**src/rtl/ctr_ofs_pkg.sv**
```systemverilog
package ctr_ofs_pkg;

  localparam int unsigned DEF_HALF_W = 32;

  typedef enum logic {
    VAR_PLAIN = 1'b0,
    VAR_PERF  = 1'b1
  } ctr_variant_e;

endpackage

```
**src/rtl/ctr_ofs_view.sv**
```systemverilog
module ctr_ofs_view #(
  parameter int unsigned HALF_W = ctr_ofs_pkg::DEF_HALF_W,
  localparam int unsigned FULL_W = 2 * HALF_W
) (
  input  logic [FULL_W-1:0] cnt_val,
  input  logic              cnt_bound,
  input  logic [HALF_W-1:0] off_lo_q,
  input  logic [HALF_W-1:0] off_hi_q,
  output logic [FULL_W-1:0] eff_cnt,
  output logic [HALF_W-1:0] rd_lo,
  output logic [HALF_W-1:0] rd_hi
);

  logic [FULL_W-1:0] sum_full;

  // An unbound counter is seen as zero
  always_comb begin
    eff_cnt  = cnt_bound ? cnt_val : '0;
    sum_full = eff_cnt + {off_hi_q, off_lo_q};
    rd_lo    = sum_full[HALF_W-1:0];
    rd_hi    = sum_full[FULL_W-1:HALF_W];
  end

endmodule

```
**src/rtl/ctr_ofs_lo_upd.sv**
```systemverilog
module ctr_ofs_lo_upd
  import ctr_ofs_pkg::*;
#(
  parameter int unsigned  HALF_W  = DEF_HALF_W,
  parameter ctr_variant_e VARIANT = VAR_PLAIN
) (
  input  logic              wr_en,
  input  logic [HALF_W-1:0] wr_data,
  input  logic [HALF_W-1:0] eff_lo,
  input  logic [HALF_W-1:0] off_lo_q,
  output logic [HALF_W-1:0] off_lo_mid
);

  logic [HALF_W-1:0] adjust;

  generate
    if (VARIANT == VAR_PERF) begin : g_perf
      assign adjust = HALF_W'(1);
    end else begin : g_plain
      assign adjust = '0;
    end
  endgenerate

  always_comb begin
    off_lo_mid = off_lo_q;
    if (wr_en) begin
      off_lo_mid = wr_data - eff_lo - adjust;
    end
  end

endmodule

```
**src/rtl/ctr_ofs_hi_upd.sv**
```systemverilog
module ctr_ofs_hi_upd
  import ctr_ofs_pkg::*;
#(
  parameter int unsigned  HALF_W  = DEF_HALF_W,
  parameter ctr_variant_e VARIANT = VAR_PLAIN,
  localparam int unsigned FULL_W  = 2 * HALF_W
) (
  input  logic              wr_en,
  input  logic [HALF_W-1:0] wr_data,
  input  logic [FULL_W-1:0] eff_cnt,
  input  logic [HALF_W-1:0] off_lo_mid,
  input  logic [HALF_W-1:0] off_hi_q,
  output logic [HALF_W-1:0] off_lo_nxt,
  output logic [HALF_W-1:0] off_hi_nxt
);

  logic [HALF_W:0]   lo_sum;
  logic              lo_carry;
  logic [HALF_W-1:0] hi_base;
  logic              borrow;

  always_comb begin
    lo_sum   = {1'b0, eff_cnt[HALF_W-1:0]} + {1'b0, off_lo_mid};
    lo_carry = lo_sum[HALF_W];
    hi_base  = wr_data - eff_cnt[FULL_W-1:HALF_W] - HALF_W'(lo_carry);
  end

  generate
    if (VARIANT == VAR_PERF) begin : g_perf
      always_comb begin
        borrow     = (off_lo_mid == '0);
        off_lo_nxt = wr_en ? (off_lo_mid - HALF_W'(1)) : off_lo_mid;
        off_hi_nxt = wr_en ? (hi_base - HALF_W'(borrow)) : off_hi_q;
      end
    end else begin : g_plain
      always_comb begin
        borrow     = 1'b0;
        off_lo_nxt = off_lo_mid;
        off_hi_nxt = wr_en ? hi_base : off_hi_q;
      end
    end
  endgenerate

endmodule

```
**src/rtl/ctr_offset_csr.sv**
```systemverilog
module ctr_offset_csr
  import ctr_ofs_pkg::*;
#(
  parameter int unsigned  HALF_W  = DEF_HALF_W,
  parameter ctr_variant_e VARIANT = VAR_PLAIN,
  localparam int unsigned FULL_W  = 2 * HALF_W
) (
  input  logic              clk,
  input  logic              rst_n,
  input  logic [FULL_W-1:0] cnt_val,
  input  logic              cnt_bound,
  input  logic              lo_wr_en,
  input  logic [HALF_W-1:0] lo_wr_data,
  input  logic              hi_wr_en,
  input  logic [HALF_W-1:0] hi_wr_data,
  output logic [HALF_W-1:0] lo_rd_data,
  output logic [HALF_W-1:0] hi_rd_data
);

  logic [HALF_W-1:0] off_lo_q, off_hi_q;
  logic [HALF_W-1:0] off_lo_mid, off_lo_nxt, off_hi_nxt;
  logic [FULL_W-1:0] eff_cnt;
  logic              off_en;

  ctr_ofs_view #(.HALF_W(HALF_W)) u_view (
    .cnt_val  (cnt_val),
    .cnt_bound(cnt_bound),
    .off_lo_q (off_lo_q),
    .off_hi_q (off_hi_q),
    .eff_cnt  (eff_cnt),
    .rd_lo    (lo_rd_data),
    .rd_hi    (hi_rd_data)
  );

  // Low write first; the high path sees its result
  ctr_ofs_lo_upd #(.HALF_W(HALF_W), .VARIANT(VARIANT)) u_lo_upd (
    .wr_en     (lo_wr_en),
    .wr_data   (lo_wr_data),
    .eff_lo    (eff_cnt[HALF_W-1:0]),
    .off_lo_q  (off_lo_q),
    .off_lo_mid(off_lo_mid)
  );

  ctr_ofs_hi_upd #(.HALF_W(HALF_W), .VARIANT(VARIANT)) u_hi_upd (
    .wr_en     (hi_wr_en),
    .wr_data   (hi_wr_data),
    .eff_cnt   (eff_cnt),
    .off_lo_mid(off_lo_mid),
    .off_hi_q  (off_hi_q),
    .off_lo_nxt(off_lo_nxt),
    .off_hi_nxt(off_hi_nxt)
  );

  always_comb begin
    off_en = lo_wr_en | hi_wr_en;
  end

  always_ff @(posedge clk or negedge rst_n) begin
    if (!rst_n) begin
      off_lo_q <= '0;
      off_hi_q <= '0;
    end else if (off_en) begin
      off_lo_q <= off_lo_nxt;
      off_hi_q <= off_hi_nxt;
    end
  end

endmodule

```
**config.mk**
```make
export PLATFORM = sky130hd
export DESIGN_NAME = ctr_offset_csr
export DESIGN_NICKNAME = d
export VERILOG_FILES = /design/src/rtl/ctr_ofs_pkg.sv /design/src/rtl/ctr_ofs_view.sv /design/src/rtl/ctr_ofs_lo_upd.sv /design/src/rtl/ctr_ofs_hi_upd.sv /design/src/rtl/ctr_offset_csr.sv
export SDC_FILE = /design/constraint.sdc
export NUM_CORES = 1
export LEC_CHECK = 0
export BUFFER_PORTS_ARGS = -buffer_cell sky130_fd_sc_hd__buf_2
export CAP_MARGIN = 15
export CORE_MARGIN = 2
export CORE_UTILIZATION = 54
export CTS_CLUSTER_DIAMETER = 50
export DETAILED_ROUTE_END_ITERATION = 7
export GPL_ROUTABILITY_DRIVEN = 1
export PLACE_DENSITY = 0.77
export SLEW_MARGIN = 30
export SYNTH_ARGS = -nofsm -noshare
export SYNTH_HDL_FRONTEND = slang
export SYNTH_SLANG_ARGS = --single-unit
```
**constraint.sdc**
```tcl
create_clock -name clk -period 5.25 [get_ports clk]
set_input_delay 0.7875 -clock clk [delete_from_list [all_inputs] [get_ports clk]]
set_output_delay 0.7875 -clock clk [all_outputs]
set_load 0.02 [all_outputs]
```
==> results_dict.tcl <==
set metrics [dict create \
    swShare_pct 48.44 \
    clk_path_buf_depth 2 \
    synthesis.nets 1816 \
    tritoncts "done" \
    clk_latency_ns 0.35 \
    async_reset_ff_share_pct 100.0 \
    htreeDepth 3 \
    drtIter0Drc 620 \
    crit_path_end_kind "register" \
    fp.dieArea_um2 22700 \
    ir_drop_uv 182.4 \
    fin_worst_skew_ns 0.006502 \
    cap_violations 0 \
    die_h_um 150.7 \
    numCtsBuffers 9 \
    p_int_w 0.002721 \
    start_util_pct 55.07 \
    relSlewSlack_pct 37.94 \
    share_comb_of_total_power_pct 72.8 \
    reg2reg_depth 24 \
    synth_xor_area_share_pct 8.824 \
    drive_gt1_share_pct 33.76 \
    hpwl_mm 29.58 \
    ioPinCount 197 \
    firstDrtPassIters 6 \
    grt_remaining_overflow 0 \
    total_leakage_power_nw 7.899 \
    synth_area_um2 11610 \
    critPathSlowestCell "fa_1" \
    synthMuxAreaShare_pct 6.874 \
    wl_mm 36.41 \
    pwr-share-clk_pct 13.1 \
    slew_viol_final 0 \
    syn_avg_cell_area_um2 7.774 \
    p_seq_share_pct 14.1 \
    syn_to_final_growth_pct 33.67 \
    violations "negative setup slack" \
    placementRows 53 \
    cp-start-kind "primary input" \
    setup_viol 32 \
    place_congestion 0.9307 \
    worst_pin_slew_ns 0.9310 \
    vias 12414 \
    cts-root-buf "clkbuf_16" \
    numPortBuffers 196 \
    r2r_slack_ns -0.51 \
    setup_slack_ns -2.183 \
    synth_ff_type "dfrtp_1" \
    finalNetCount 2202 \
    crit_type "primary input to register" \
    p_total_w 0.005278 \
    path_max_fanout 8 \
    wire_per_inst_um 16.86 \
    synth-compound-area-share_pct 25.72 \
    synth-edff-count 0 \
    fillers 1700 \
    grt_pass1_wl_mm 56.90 \
    worst_hold_slack_ns 0.5078 \
    cts.sinks 64 \
    p_per_area_nw_per_um2 340.0 \
    yosys.cell_types.count 83 \
    critical_path_required_ns 5.48 \
    yosys.area_share.simple_pct 16.98 \
    ys_seq_area_share_pct 13.79 \
    seqCellArea_um2 1602 \
    drc_errors 0 \
    yosys.area_share.adder_pct 20.62 \
    power.net_switching_w 0.002557 \
    synth_seq_cells 64 \
    status "finished with violations" \
    via_per_inst 5.750 \
    diodes 0 \
    grt_start_max_net_pins 43 \
    ant_nets 0 \
    finalCritPeriodShare_pct 141.6 \
    antenna_found_initial 0 \
    rsz0062_at_grt "true" \
    synth_top_family_by_area "compound AO/OA/AOI/OAI gates" \
    grt_pass1_vias 12082 \
    multi_input_area_um2 9822 \
    core_area_um2 21090 \
    hold_path_class "register to register" \
    final_hold_viol_count 0 \
    yosysWarnings 0 \
    grt_usage_pct 31.16 \
    syn_inst 1494 \
    worstPathArrival_ns 7.67 \
    path_clk_slew_ns 0.06 \
    dieWidth_um 150.7 \
    min_period_ns 7.433 \
    fmax_ghz 0.1345 \
    max_stage_delay_ns 0.53 \
    holdPathStages 1 \
]
-- through the flow --
stage | TNS, ns | setup WS (ns) | util (%) | std cells | area (µm²)
floorplan | -38.90 | -1.876 | - | 1494 | 12060
global placement | -63.07 | -2.616 | 69.57 | 2118 | 14670
detailed placement | -67.01 | -2.794 | 69.57 | 2118 | 14670
CTS | -50.96 | -2.154 | 72.44 | 2149 | 15280
global route | -57.06 | -2.378 | 73.61 | 2159 | 15520
finish | -50.99 | -2.183 | 73.61 | 2159 | 15520
-- cell type report --
| class | instances | area share [%] |
|---|---|---|
| Sequential cell | 64 | 10.32 |
| Timing Repair Buffer | 430 | 18.16 |
| Clock buffer | 12 | 1.652 |
| Multi-Input combinational cell | 1211 | 63.27 |
| Clock inverter | 3 | 0.4191 |
| Tap cell | 275 | 2.216 |
| Inverter | 164 | 3.966 |
-- power groups by stage --
stage	sequential [W]	combinational [W]	clock (W)
floorplan	0.000719	0.00248	0
global placement	0.000741	0.00358	0
detailed placement	0.000749	0.00363	0
CTS	0.000742	0.00372	0.000698
global route	0.000761	0.00416	0.000713
finish	0.000746	0.00384	0.000689
-- cells in the mapped netlist (12+ instances only) --
library cell	count	area share [%]
xnor2_1	73	5.5
o21ai_0	75	3.2
and2_1	38	2.0
clkbuf_1	46	1.5
nand3_1	27	1.2
xor2_1	44	3.3
a21oi_1	146	6.3
mux2_2	70	6.8
a21o_1	69	4.5
o21a_1	17	1.1
nor2b_1	18	0.97
nand2_1	106	3.4
o211ai_1	14	0.90
o21bai_1	16	1.0
nand4_1	34	1.8
nor2_1	77	2.5
a31oi_1	12	0.65
ha_1	185	20
inv_1	164	5.3
nor3_1	21	0.90
dfrtp_1	64	14
-- cell usage in the layout (no fill, tap or decap), types with 11 or more instances in the layout --
master	synthesis	routed
o211ai_1	14	14
inv_1	164	162
o21a_1	17	17
o21bai_1	16	16
nor3_1	21	21
nor2_1	77	76
ha_4	0	16
nand2_1	106	99
buf_2	5	195
and2_1	38	37
dfrtp_1	64	64
mux2_2	70	62
o21ai_0	75	62
xor2_1	44	44
o21ai_1	7	11
a21o_1	69	69
nand4_1	34	34
nand3_1	27	27
a21oi_2	3	11
ha_1	185	166
buf_4	2	222
xnor2_1	73	70
nor2b_1	18	15
a21oi_1	146	135
-- registers in the layout, summed over array words and instances, names as in the netlist --
| register | cells |
|---|---|
| off_hi_q | 32 |
| off_lo_q | 32 |
-- cell families after synthesis --
| group | Yosys count |
|---|---|
| mux | 71 |
| simple gates | 384 |
| flops | 64 |
| compound gates | 450 |
| xor+xnor | 117 |
| buf+inv | 219 |
| fa+ha+maj | 189 |
-- routing by layer --
metal	up-vias	share of wire [%]	global-route usage (%)
li1	6139	-	-
met3	87	4.4	3.576
met4	0	3.7	11.82
met1	5818	43	38.27
met2	370	49	55.68
met5	-	0	0
-- worst max-delay path, delay by kind of cell --
family / cells / cell delay, ns
adder cells (fa/ha/maj): 6 / 1.84
XOR/XNOR: 2 / 0.23
multiplexers: 2 / 0.54
AND/OR/NAND/NOR: 4 / 0.70
AO/OA/AOI/OAI: 19 / 3.42
buffers and inverters: 1 / 0.13
-- path summary, 6_finish.rpt --
check                                  from           end
min in group asynchronous             rst_n   off_hi_q[7]
worst max-delay path              cnt_bound  off_hi_q[24]
worst min-delay path            off_hi_q[6]   off_hi_q[6]
worst max register to register  off_lo_q[9]  off_hi_q[24]
worst min register to register  off_hi_q[6]   off_hi_q[6]
max in group asynchronous             rst_n  off_lo_q[23]
-- timing repair --
| action | CTS | global route |
|---|---|---|
| pin swaps | 39 | 21 |
| hold endpoints to repair | 0 | 0 |
| setup endpoints to repair | 34 | 44 |
| cloned | 0 | 0 |
| setup buffers | 16 | 11 |
| gates resized for setup | 26 | 38 |
| hold buffers | 0 | 0 |
Power figures use the tool's default switching activity.
